[src/rtl/sai_pin_pkg.sv]
package sai_pin_pkg;
  localparam int NUM_PINS = 2;
  localparam int PIN_FS   = 0;
  localparam int PIN_HCK  = 1;

  typedef enum logic [2:0] {
    ROLE_OFF,
    ROLE_GPIO_IN,
    ROLE_GPIO_OUT,
    ROLE_SIG_IN,
    ROLE_SIG_OUT,
    ROLE_FLAG_IN,
    ROLE_FLAG_OUT,
    ROLE_BUFEN
  } pin_role_e;
endpackage

[src/rtl/sai_pin_role_dec.sv]
module sai_pin_role_dec
  import sai_pin_pkg::*;
#(
  parameter bit MULTI_ROLE = 1'b0
) (
  input  logic      ser_en_i,
  input  logic      sync_i,
  input  logic      bufen_mode_i,
  input  logic      ser_dir_i,
  input  logic      gpio_con_i,
  input  logic      gpio_dir_i,
  output pin_role_e role_o
);
  pin_role_e ser_role;

  generate
    if (MULTI_ROLE) begin : g_multi
      always_comb begin
        if (!sync_i)            ser_role = ser_dir_i ? ROLE_SIG_OUT  : ROLE_SIG_IN;
        else if (!bufen_mode_i) ser_role = ser_dir_i ? ROLE_FLAG_OUT : ROLE_FLAG_IN;
        else                    ser_role = ser_dir_i ? ROLE_BUFEN    : ROLE_OFF;
      end
    end else begin : g_single
      logic unused_mode;
      assign unused_mode = sync_i ^ bufen_mode_i;
      assign ser_role = ser_dir_i ? ROLE_SIG_OUT : ROLE_SIG_IN;
    end
  endgenerate

  always_comb begin
    if (ser_en_i)        role_o = ser_role;
    else if (!gpio_con_i) role_o = ROLE_OFF;
    else                 role_o = gpio_dir_i ? ROLE_GPIO_OUT : ROLE_GPIO_IN;
  end
endmodule

[src/rtl/sai_pin_drive.sv]
module sai_pin_drive
  import sai_pin_pkg::*;
(
  input  pin_role_e role_i,
  input  logic      pad_in_i,
  input  logic      sig_out_i,
  input  logic      flag_out_i,
  input  logic      bufen_i,
  input  logic      gpio_out_i,
  output logic      pad_out_o,
  output logic      pad_oe_o,
  output logic      sig_in_o,
  output logic      flag_sense_o,
  output logic      gpio_in_o
);
  always_comb begin
    pad_out_o    = 1'b0;
    pad_oe_o     = 1'b0;
    sig_in_o     = 1'b0;
    flag_sense_o = 1'b0;
    gpio_in_o    = 1'b0;
    unique case (role_i)
      ROLE_GPIO_IN:  gpio_in_o = pad_in_i;
      ROLE_GPIO_OUT: begin
        pad_oe_o  = 1'b1;
        pad_out_o = gpio_out_i;
        gpio_in_o = pad_in_i;
      end
      ROLE_SIG_IN:   sig_in_o = pad_in_i;
      ROLE_SIG_OUT:  begin
        pad_oe_o  = 1'b1;
        pad_out_o = sig_out_i;
      end
      ROLE_FLAG_IN:  flag_sense_o = 1'b1;
      ROLE_FLAG_OUT: begin
        pad_oe_o  = 1'b1;
        pad_out_o = flag_out_i;
      end
      ROLE_BUFEN:    begin
        pad_oe_o  = 1'b1;
        pad_out_o = bufen_i;
      end
      default: ;
    endcase
  end
endmodule

[src/rtl/sai_flag_sync.sv]
module sai_flag_sync (
  input  logic clk_i,
  input  logic rst_ni,
  input  logic network_i,
  input  logic frame_strb_i,
  input  logic slot_strb_i,
  input  logic out_flag_i,
  input  logic cap_en_i,
  input  logic cap_val_i,
  output logic of_q_o,
  output logic if_q_o
);
  logic bnd;
  assign bnd = network_i ? slot_strb_i : frame_strb_i;

  always_ff @(posedge clk_i or negedge rst_ni) begin
    if (!rst_ni) begin
      of_q_o <= 1'b0;
      if_q_o <= 1'b0;
    end else if (bnd) begin
      of_q_o <= out_flag_i;
      if (cap_en_i) if_q_o <= cap_val_i;
    end
  end
endmodule

[src/rtl/sai_rx_pin_mux.sv]
module sai_rx_pin_mux
  import sai_pin_pkg::*;
(
  input  logic                clk_i,
  input  logic                rst_ni,
  input  logic                ser_en_i,
  input  logic                sync_mode_i,
  input  logic                bufen_mode_i,
  input  logic                fs_dir_i,
  input  logic                hck_dir_i,
  input  logic [NUM_PINS-1:0] gpio_con_i,
  input  logic [NUM_PINS-1:0] gpio_dir_i,
  input  logic [NUM_PINS-1:0] gpio_out_i,
  output logic [NUM_PINS-1:0] gpio_in_o,
  input  logic                network_i,
  input  logic                frame_strb_i,
  input  logic                slot_strb_i,
  input  logic                out_flag_i,
  output logic                in_flag_o,
  input  logic                int_fs_i,
  output logic                ext_fs_o,
  input  logic                tx_shift_i,
  input  logic                int_hck_i,
  output logic                ext_hck_o,
  input  logic [NUM_PINS-1:0] pad_in_i,
  output logic [NUM_PINS-1:0] pad_out_o,
  output logic [NUM_PINS-1:0] pad_oe_o
);
  logic [NUM_PINS-1:0] ser_dir, sig_out, sig_in, flag_sense;
  pin_role_e role_d [NUM_PINS];
  pin_role_e role_q [NUM_PINS];
  logic of_q;

  assign ser_dir[PIN_FS]  = fs_dir_i;
  assign ser_dir[PIN_HCK] = hck_dir_i;
  assign sig_out[PIN_FS]  = int_fs_i;
  assign sig_out[PIN_HCK] = int_hck_i;
  assign ext_fs_o  = sig_in[PIN_FS];
  assign ext_hck_o = sig_in[PIN_HCK];

  logic unused_sense;
  assign unused_sense = flag_sense[PIN_HCK];

  for (genvar p = 0; p < NUM_PINS; p++) begin : g_pin
    sai_pin_role_dec #(.MULTI_ROLE(p == PIN_FS)) u_dec (
      .ser_en_i     (ser_en_i),
      .sync_i       (sync_mode_i),
      .bufen_mode_i (bufen_mode_i),
      .ser_dir_i    (ser_dir[p]),
      .gpio_con_i   (gpio_con_i[p]),
      .gpio_dir_i   (gpio_dir_i[p]),
      .role_o       (role_d[p])
    );

    // role held in a register so pad drive never glitches on a config write
    always_ff @(posedge clk_i or negedge rst_ni) begin
      if (!rst_ni) role_q[p] <= ROLE_OFF;
      else         role_q[p] <= role_d[p];
    end

    sai_pin_drive u_drv (
      .role_i       (role_q[p]),
      .pad_in_i     (pad_in_i[p]),
      .sig_out_i    (sig_out[p]),
      .flag_out_i   (of_q),
      .bufen_i      (tx_shift_i),
      .gpio_out_i   (gpio_out_i[p]),
      .pad_out_o    (pad_out_o[p]),
      .pad_oe_o     (pad_oe_o[p]),
      .sig_in_o     (sig_in[p]),
      .flag_sense_o (flag_sense[p]),
      .gpio_in_o    (gpio_in_o[p])
    );
  end

  sai_flag_sync u_flag (
    .clk_i        (clk_i),
    .rst_ni       (rst_ni),
    .network_i    (network_i),
    .frame_strb_i (frame_strb_i),
    .slot_strb_i  (slot_strb_i),
    .out_flag_i   (out_flag_i),
    .cap_en_i     (flag_sense[PIN_FS]),
    .cap_val_i    (pad_in_i[PIN_FS]),
    .of_q_o       (of_q),
    .if_q_o       (in_flag_o)
  );
endmodule

[config.mk]
export PLATFORM = sky130hd
export DESIGN_NAME = sai_rx_pin_mux
export DESIGN_NICKNAME = d
export VERILOG_FILES = /design/src/rtl/sai_pin_pkg.sv /design/src/rtl/sai_pin_role_dec.sv /design/src/rtl/sai_pin_drive.sv /design/src/rtl/sai_flag_sync.sv /design/src/rtl/sai_rx_pin_mux.sv
export SDC_FILE = /design/constraint.sdc
export NUM_CORES = 1
export LEC_CHECK = 0
export BUFFER_PORTS_ARGS = -buffer_cell sky130_fd_sc_hd__buf_4
export CORE_UTILIZATION = 40
export DETAILED_ROUTE_END_ITERATION = 10
export GPL_TIMING_DRIVEN = 0
export PLACE_DENSITY = 0.73
export SETUP_SLACK_MARGIN = 0.02
export SLEW_MARGIN = 20
export SYNTH_ARGS = -nofsm -noshare
export SYNTH_HDL_FRONTEND = slang
export SYNTH_SLANG_ARGS = --single-unit
[constraint.sdc]
create_clock -name clk_i -period 1.49 [get_ports clk_i]
set_input_delay 0 -clock clk_i [delete_from_list [all_inputs] [get_ports clk_i]]
set_output_delay 0 -clock clk_i [all_outputs]
set_load 0.005 [all_outputs]
==> key figures <==
Critical path
  – CP max FO: 4
  – Worst Path Arrival: approximately 1.4 ns
  – CP Capture Type: output port
  – R2r setup slk: approximately 0.28 ns
  – Req. time, crit path: about 1.5 ns
  – CP Launch Type: flop
  – Crit Path Class: reg -> out

Floorplanning
  – Core Box Area: about 1300 um^2
  – Chip Height: 39.6 um
  – Die area: approximately 1600 um^2
  – Row cnt: 13
  – Die span in x: 39.6 um
  – # IOs: 31
  – Initial core utilization: a little over two fifths

Finish
  – Nets: 127
  – Layout cells sized above 1: between 40% and 50%
  – Final core utilization: a little under three quarters
  – Synthesis-to-layout area growth: 63.7%
  – Inserted Diodes: 0

Placement
  – Placer Congestion: between 0.5 and 0.6
  – Port bufs: 30
  – Post-DP HPWL: about 860 um

Global routing
  – Global route total overflow: 0
  – Pin count of the biggest net entering global routing: 9
  – GRT Total Usage: around 17%
  – First-pass GRT wire length: between 1.5 and 2 mm
  – Initial antenna violation count: 0
  – Vias in the first global route: 455

STA
  – Slew HR: around 80%
  – Max-slew violations: 0
  – Period utilisation layout: 95.9%
  – Final TNS setup: 0 ns
  – Final Hold Vio Count: 0
  – Clock Skew: 0.0000341 ns
  – Achievable frequency: between 700 and 800 MHz
  – Worst slew pin tran: between 0.2 and 0.3 ns
  – Final setup fails: 0
  – RSZ-0062 raised after global routing: true
  – Final min period: 1.43 ns

Routing
  – Initial DRT Pass Iterations: 4
  – Starting DRT DRC Count: 8
  – Post-route ant nets: 0
  – Vias per std cell: between 4 and 5
  – Vias: between 500 and 600
  – DRT Wirelength: ~1.2 mm
  – DR WL/cell: between 10 and 15 um
  – DRC viols: 0

Synthesis
  – Syn avg cell area: 9.27 um^2
  – Post-synth top area share: a little over a third
  – Largest cells by area after synthesis: dfrtp_1 35%, buf_4 8.0%, nand2b_1 6.6%, mux2i_1 5.3%, o21ai_0 4.4%
  – Syn_nets: 84
  – YS warnings: 0
  – Post-synthesis cell type count: 25
  – Mapped Cells: 61
  – Post-Syn Area: about 570 um^2
  – Post-synthesis sequential area ratio: a little over a third
  – Register bit count reported by yosys: 8
  – Largest area contributor in the netlist: dfrtp_1

Pwr
  – PwrDens: a little over 700 nW/um^2
  – Leak Pwr: 0.000479 uW
  – IR drop worst, VDD: about 0.44 mV

CTS
  – CTS tree: done
  – CTS root buf: clkbuf_4
  – Num CTS Buffers: 3
  – H-Tree Depth: 1
  – Sink Count: 8
  – Deepest clock path buffer count: 2
  – Clock latency at the later pin of the worst-skew pair: around 0.24 ns
  – CTS clk-pin slew, worst paths: about 0.050 ns

Hold path
  – Worst Hold Class: in -> reg

Job
  – Max_cap viols: 0

Outcome
  – Outcome: finished clean
stage by stage:
step	setup WS [ns]	hold WS [ns]	total power [uW]	std cells	area (um^2)
detailed placement	0.238	-0.179	480	106	810
global placement	0.251	-0.183	475	106	810
finish	0.0617	0.00631	660	117	926
floorplan	0.336	-0.296	374	61	566
global route	0.0102	0.00284	704	117	926
CTS	0.0259	0.00127	669	119	920
cells in the final DEF (no fill, tap or decap), drive strengths merged, types with 4 or more instances in the layout:
| cell type | synthesis | routed |
|---|---|---|
| nand2 | 6 | 6 |
| buf | 6 | 39 |
| nand2b | 7 | 7 |
| dlygate4sd3 | 0 | 5 |
| o21ai | 5 | 5 |
| dfrtp | 8 | 8 |
| inv | 4 | 4 |
state kept, by name, indices dropped and copies added, names as in the netlist:
name / cells
u_flag.if_q_o: 1
role_q: 6
u_flag.of_q_o: 1
worst paths after layout:
| kind | startpoint | depth (start not counted) | to |
|---|---|---|---|
| worst max-delay path | role_q[2]$_DFF_PN0_ | 4 | pad_oe_o[1] |
| worst min-delay path | pad_in_i[0] | 2 | u_flag.if_q_o$_DFFE_PN0P_ |
| worst max register to register | role_q[4]$_DFF_PN0_ | 3 | u_flag.if_q_o$_DFFE_PN0P_ |
| worst min register to register | u_flag.if_q_o$_DFFE_PN0P_ | 1 | u_flag.if_q_o$_DFFE_PN0P_ |
| max in group asynchronous | rst_ni | 2 | u_flag.of_q_o$_DFFE_PN0P_ |
| min in group asynchronous | rst_ni | 2 | role_q[4]$_DFF_PN0_ |
synthesized netlist by cell type:
cell type and number:
a21oi_1 3, a22o_1 1, a31o_2 1, a32o_1 1
and2_1 2, and3_1 1, and4b_1 1, buf_4 6
dfrtp_1 8, ha_1 1, inv_1 4, maj3_1 1
mux2_1 1, mux2_2 1, mux2_4 1, mux2i_1 3
nand2_1 6, nand2b_1 6, nand2b_4 1, nand3_1 1
nor2_1 3, nor3b_1 1, nor3b_2 1, o21ai_0 5
xnor2_1 1
critical path, cell delays in order (launching register included):
cell and delay, ns:
dfrtp_1 0.43, buf_4 0.17, maj3_1 0.33, buf_4 0.13
buf_4 0.12
routing by layer:
| layer | global-route usage [%] | vias to the layer above | wire length, um |
|---|---|---|---|
| met5 | 0 | - | 0 |
| met4 | 12.9 | 0 | 0 |
| met3 | 1.70 | 0 | 69 |
| met2 | 26.6 | 22 | 615 |
| met1 | 19.7 | 255 | 500 |
| li1 | - | 286 | - |
layout make-up:
cell class	count	area [um^2]
buffer	5	37.5
clock buffer	3	22.5
fill	117	375
inverter	4	15.0
multi-input combinational	43	327
sequential	8	200
tap	15	18.8
timing repair buffer	39	305
kinds of logic after synthesis:
family          synth area share, %
buf+inv                        10.6
flops                          35.4
compound gates                 11.9
fa+ha+maj                      3.98
xor+xnor                       1.55
simple gates                   24.6
mux                            11.9
repair_timing:
item | CTS | global route
hold endpoints to repair | 13 | 0
endpoints found under the setup margin | 1 | 2
pin swaps | 0 | 4
gates resized for setup | 0 | 4
setup buffers | 5 | 0
hold buffers | 5 | 0
report_power, final:
group | switching (uW) | internal, uW | leakage [uW] | total, uW
registers | 24.0 | 243 | 0.0000992 | 267
logic | 76.7 | 163 | 0.000366 | 239
clock network | 62.6 | 91.4 | 0.0000138 | 154
Power figures use the tool's default switching activity.
